$ cat config.mk
export PLATFORM = sky130hd
export DESIGN_NAME = rect_sector_gate
export DESIGN_NICKNAME = d
export VERILOG_FILES = /design/src/rtl/rect_gate_pkg.sv /design/src/rtl/rect_gate_ctrl.sv /design/src/rtl/rect_gate_path.sv /design/src/rtl/rect_sector_gate.sv
export SDC_FILE = /design/constraint.sdc
export NUM_CORES = 1
export LEC_CHECK = 0
export BUFFER_PORTS_ARGS = -buffer_cell sky130_fd_sc_hd__buf_2
export CAP_MARGIN = 20
export CORE_ASPECT_RATIO = 1.4
export CORE_MARGIN = 5
export CORE_UTILIZATION = 30
export DETAILED_ROUTE_END_ITERATION = 10
export GPL_TIMING_DRIVEN = 0
export HOLD_SLACK_MARGIN = 0.05
export MAX_ROUTING_LAYER = met4
export PLACE_DENSITY_LB_ADDON = 0.15
export REMOVE_ABC_BUFFERS = 1
export SLEW_MARGIN = 10
export SYNTH_ARGS = -nofsm -noshare
export SYNTH_HDL_FRONTEND = slang
export SYNTH_SLANG_ARGS = --single-unit
$ cat constraint.sdc
create_clock -name clk -period 3.9 [get_ports clk]
set_input_delay 0.39 -clock clk [delete_from_list [all_inputs] [get_ports clk]]
set_output_delay 0.39 -clock clk [all_outputs]
set_load 0.01 [all_outputs]
$ cat src/rtl/rect_gate_pkg.sv
package rect_gate_pkg;

  localparam int SW_COUNT = 6;

  typedef logic [2:0] sector_t;

  typedef struct packed {
    sector_t sector;
    logic    fixedOn;
    logic    modXOn;
    logic    modYOn;
  } gateStrobe_t;

  typedef struct packed {
    logic [2:0] fixIdx;
    logic [2:0] xIdx;
    logic [2:0] yIdx;
    logic       valid;
  } sectorMap_t;

  // switch index: 0..2 upper a,b,c ; 3..5 lower a,b,c
  function automatic sectorMap_t mapSector(sector_t s);
    sectorMap_t m;
    m = '{fixIdx: 3'd0, xIdx: 3'd0, yIdx: 3'd0, valid: 1'b0};
    case (s)
      3'd1: m = '{fixIdx: 3'd0, xIdx: 3'd4, yIdx: 3'd5, valid: 1'b1};
      3'd2: m = '{fixIdx: 3'd5, xIdx: 3'd1, yIdx: 3'd0, valid: 1'b1};
      3'd3: m = '{fixIdx: 3'd1, xIdx: 3'd5, yIdx: 3'd3, valid: 1'b1};
      3'd4: m = '{fixIdx: 3'd3, xIdx: 3'd2, yIdx: 3'd1, valid: 1'b1};
      3'd5: m = '{fixIdx: 3'd2, xIdx: 3'd3, yIdx: 3'd4, valid: 1'b1};
      3'd6: m = '{fixIdx: 3'd4, xIdx: 3'd2, yIdx: 3'd0, valid: 1'b1};
      default: m = '{fixIdx: 3'd0, xIdx: 3'd0, yIdx: 3'd0, valid: 1'b0};
    endcase
    return m;
  endfunction

endpackage

$ cat src/rtl/rect_gate_ctrl.sv
module rect_gate_ctrl
  import rect_gate_pkg::*;
#(
  parameter int DUTY_W   = 8,
  parameter int DEAD_CYC = 8
) (
  input  logic              clk,
  input  logic              rstN,
  input  logic [2:0]        sector,
  input  logic [DUTY_W-1:0] dutyX,
  input  logic [DUTY_W-1:0] dutyY,
  output gateStrobe_t       strobes,
  output logic              commute
);

  localparam int CNT_W = DUTY_W + 2;
  localparam logic [CNT_W-1:0] DEAD_E = CNT_W'(DEAD_CYC);

  logic              running;
  logic [CNT_W-1:0]  cnt;
  sector_t           sectorQ;
  logic [DUTY_W-1:0] dxQ;
  logic [DUTY_W-1:0] dyQ;

  logic [CNT_W-1:0]  dxE;
  logic [CNT_W-1:0]  lenSum;
  logic              lastCyc;
  logic              validNow;
  logic              commNext;

  always_comb begin
    dxE      = CNT_W'(dxQ);
    lenSum   = dxE + CNT_W'(dyQ);
    lastCyc  = (lenSum == '0) || (cnt == lenSum - CNT_W'(1));
    validNow = running && (sectorQ != 3'd0) && (sectorQ != 3'd7);
  end

  always_comb begin
    strobes.sector  = sectorQ;
    strobes.fixedOn = validNow;
    strobes.modXOn  = validNow && (cnt >= DEAD_E) && (cnt < dxE);
    strobes.modYOn  = validNow && (cnt >= dxE + DEAD_E) && (cnt < lenSum);
    commNext        = validNow && (dxQ != '0) && (dyQ != '0) && (cnt == dxE);
  end

  always_ff @(posedge clk) begin
    if (!rstN) begin
      running <= 1'b0;
      cnt     <= '0;
      sectorQ <= '0;
      dxQ     <= '0;
      dyQ     <= '0;
      commute <= 1'b0;
    end else begin
      commute <= commNext;
      if (!running || lastCyc) begin
        running <= 1'b1;
        cnt     <= '0;
        sectorQ <= sector;
        dxQ     <= dutyX;
        dyQ     <= dutyY;
      end else begin
        cnt <= cnt + CNT_W'(1);
      end
    end
  end

endmodule

$ cat src/rtl/rect_gate_path.sv
module rect_gate_path
  import rect_gate_pkg::*;
(
  input  logic                clk,
  input  logic                rstN,
  input  gateStrobe_t         strobes,
  output logic [SW_COUNT-1:0] gates
);

  sectorMap_t          map;
  logic [SW_COUNT-1:0] gateNext;

  always_comb begin
    map      = mapSector(strobes.sector);
    gateNext = '0;
    if (map.valid) begin
      if (strobes.fixedOn) gateNext[map.fixIdx] = 1'b1;
      if (strobes.modXOn)  gateNext[map.xIdx]   = 1'b1;
      if (strobes.modYOn)  gateNext[map.yIdx]   = 1'b1;
    end
  end

  always_ff @(posedge clk) begin
    if (!rstN) gates <= '0;
    else       gates <= gateNext;
  end

endmodule

$ cat src/rtl/rect_sector_gate.sv
module rect_sector_gate
  import rect_gate_pkg::*;
#(
  parameter int DUTY_W   = 8,
  parameter int DEAD_CYC = 8,
  parameter int NUM_LINK = 2
) (
  input  logic                         clk,
  input  logic                         rstN,
  input  logic [2:0]                   sector,
  input  logic [DUTY_W-1:0]            dutyX,
  input  logic [DUTY_W-1:0]            dutyY,
  output logic [SW_COUNT*NUM_LINK-1:0] linkGates,
  output logic                         commute
);

  gateStrobe_t stb;

  rect_gate_ctrl #(.DUTY_W(DUTY_W), .DEAD_CYC(DEAD_CYC)) u_ctrl (
    .clk     (clk),
    .rstN    (rstN),
    .sector  (sector),
    .dutyX   (dutyX),
    .dutyY   (dutyY),
    .strobes (stb),
    .commute (commute)
  );

  for (genvar l = 0; l < NUM_LINK; l++) begin : g_link
    rect_gate_path u_path (
      .clk     (clk),
      .rstN    (rstN),
      .strobes (stb),
      .gates   (linkGates[l*SW_COUNT +: SW_COUNT])
    );
  end

endmodule

==> metrics.cfg <==
[timing]
max_slew_margin_pct = 47.3
setup_viol = 0
fin_crit_sh_pct = 89.9
max_freq_mhz = 285
worst_hold_slack_ns = 0.351
worst_pin_slew_ns = 0.790
min_period_ns = 3.51
grt_setup_unrepaired = no
finClkSkew_ns = 0.00462
hold_viol_final = 0
slew_violations = 0

[synth]
yosysWarnings = 0
avgSynthCellArea_um2 = 8.37
syn_area_um2 = 2910
synth_cell_types = 51
synth_cells = 347
ys_seq_area_share_pct = 25.5
synth_seq_cells = 37

[grt]
grt-ovfl-total = 0
grt_util_all_layers_pct = 12.7
grt_antenna_before_repair = 0
grt_pass1_wl_mm = 11.8
grt_max_degree = 47
grt_pass1_vias = 2422

[clock_network]
insertion_delay_ns = 0.28
max-clock-path-buffers = 2
cts_sinks = 37
cts_buffers = 5
cts-root-buf = clkbuf_16
clkTransAtPathRegs_ns = 0.06
cts_tree = yes
htree_levels = 2

[pwr]
seqPwrFrac_pct = 35.9
clkPwrFrac_pct = 32.7
combPwrFrac_pct = 31.4
ir_drop_uv = 144
power.density_nw_per_um2 = 367
p_switching_mw = 0.388
intPower_mw = 0.826
p_sw_share_pct = 32.0
cellLeakagePower_nw = 1.52

[critical_path]
crit_chain = ha_1 > inv_1 > fa_1 > nor2b_2 > o22ai_2 > xnor2_4 > or4_4 > a21oi_1 > o21ai_1 > a211oi_1 > a21o_2 > buf_12 > mux2i_1
worst-setup-path-type = reg2reg
critPathCaptureType = flop
crit_arrival_ns = 3.72
cp_slowest_cell = or4_4
startpoint_type = flop
required_ns = 4.11
crit_fanout = 25
cpPeakStageDelay_ns = 0.54

[final_layout]
final_common_cell = nand2_1
multi_input_area_um2 = 2000
nNetsFinal = 427
diodes = 0
final.fill_count = 1001
finalNonFillerCells = 480
layout_common_cells = 53 x nand2_1, 37 x dfxtp_1, 35 x ha_1
design_area_um2 = 3310
layout-drive-gt1-share_pct = 17.6
area_growth_pct = 14.0
regArea_um2 = 741

[drt]
vias = 2381
drt-pass1-iter-count = 4
final_antenna_net_count = 0
dr.first_iter.drc_count = 130
vias_per_cell = 4.96
wl_per_cell_um = 14.4
totalWireLength_mm = 6.90
route.detailed.drc = 0

[floorplanning]
start_util_pct = 30.7
die_height_um = 126
ios = 34
core_area_um2 = 9460
rows = 42
die_area_um2 = 11800
die_x_um = 93.2

[hold_path]
hp-class = in2reg

[status]
status = completed

[flow_run]
maxCapViolCount = 0

[place]
dpl.hpwl_mm = 5.26
dpl-instance-area_um2 = 3110
port_buffers = 33
place_inst = 470
place.gp.congestion = 0.761

==> routing by layer <==
layer  GRT usage, %  wire length (µm)  up-vias
met2           21.2              3480       28
met1           15.5              3070     1097
met4           4.57               165        0
met3           1.84               183       10
met5              -                 0        -
li1               -                 -     1246
==> metrics by stage <==
step	setup slack (ns)	util, %	setup TNS (ns)	power, mW
CTS	0.0939	34.4	0	1.22
finish	0.393	35.0	0	1.21
global route	0.0231	35.0	0	1.30
global placement	-0.530	32.6	-13.85	0.799
floorplan	0.292	-	0	0.709
detailed placement	0.141	32.9	0	0.808
==> layout make-up <==
| class | instances | share of cell area [%] |
|---|---|---|
| clock buffer | 7 | 4.31 |
| inverter | 21 | 2.38 |
| multi-input combinational | 268 | 60.5 |
| sequential | 37 | 22.4 |
| tap | 110 | 4.16 |
| timing repair buffer | 37 | 6.27 |
==> state kept, by name, indices dropped and copies added, names as in the netlist <==
register             flops
u_ctrl.running           1
g_link.u_path.gates      6
u_ctrl.commute           1
u_ctrl.dyQ               8
u_ctrl.sectorQ           3
u_ctrl.dxQ               8
u_ctrl.cnt              10
==> repair_timing <==
action,4_1_cts,5_1_grt
setup endpoints to repair,0,4
resized for setup,0,5
setup buffers,0,3
hold buffers,0,0
==> critical path, delay by kind of cell (launching register included) <==
family / cells / cell delay (ns)
buffers and inverters: 2 / 0.30
muxes: 1 / 0.20
adders and majority gates: 2 / 0.64
xor gates and xnor gates: 1 / 0.18
AOI/OAI and AO/OA: 5 / 0.93
and+or+nand+nor: 2 / 0.72
DFF: 1 / 0.43
==> synth_stat cells, drive strengths merged <==
library cell | instances | area share [%]
nor2b | 4 | 0.86
xor2 | 10 | 3.0
nor4 | 5 | 1.1
o22ai | 3 | 0.86
a22oi | 1 | 0.26
nand3b | 2 | 0.52
o31a | 1 | 0.30
or4 | 4 | 1.2
ha | 35 | 15
nand2 | 53 | 6.8
nand3 | 15 | 2.6
or2 | 4 | 0.86
and3 | 3 | 0.65
a2111oi | 1 | 0.30
a211oi | 3 | 0.95
clkbuf | 12 | 1.6
nand4 | 6 | 1.3
o211ai | 1 | 0.26
inv | 21 | 2.7
o21ai | 7 | 1.2
o41ai | 1 | 0.56
fa | 1 | 0.69
buf | 9 | 2.6
and2 | 1 | 0.22
a21oi | 12 | 2.1
nor4b | 1 | 0.30
nor2 | 13 | 1.7
nor3b | 1 | 0.26
nand2b | 2 | 0.43
and4 | 1 | 0.30
a41o | 1 | 0.34
o21a | 5 | 1.3
maj3 | 1 | 0.34
a31o | 1 | 0.30
a21o | 8 | 2.1
dfxtp | 37 | 25
o2111ai | 1 | 0.30
or3 | 1 | 0.22
mux2i | 22 | 7.6
o31ai | 2 | 0.52
o21bai | 2 | 0.52
xnor2 | 17 | 5.1
nor3 | 16 | 4.5
==> cell families after synthesis <==
group | Yosys count | share of synthesized area, %
AOI/OAI and AO/OA | 50 | 12.1
and+or+nand+nor | 132 | 23.7
xor gates and xnor gates | 27 | 8.14
buffers and inverters | 42 | 6.85
adders and majority gates | 37 | 16.1
muxes | 22 | 7.58
DFF | 37 | 25.5
==> worst paths after layout <==
kind | startpoint | end | slack [ns] | cells after the start
max | u_ctrl.dxQ[0]$_SDFFE_PN0P_ | u_ctrl.dxQ[4]$_SDFFE_PN0P_ | 0.39 | 13
min | dutyY[4] | u_ctrl.dyQ[4]$_SDFFE_PN0P_ | 0.35 | 3
max reg2reg | u_ctrl.dxQ[0]$_SDFFE_PN0P_ | u_ctrl.dxQ[4]$_SDFFE_PN0P_ | 0.39 | 13
min reg2reg | u_ctrl.dyQ[2]$_SDFFE_PN0P_ | u_ctrl.dyQ[2]$_SDFFE_PN0P_ | 0.48 | 2
==> power by group through the flow <==
| stage | registers (mW) | clock network [mW] | logic (mW) |
|---|---|---|---|
| floorplan | 0.433 | 0 | 0.276 |
| global placement | 0.445 | 0 | 0.354 |
| detailed placement | 0.444 | 0 | 0.363 |
| CTS | 0.436 | 0.417 | 0.366 |
| global route | 0.442 | 0.429 | 0.433 |
| finish | 0.436 | 0.397 | 0.381 |
(Power assumes the default switching activity.)
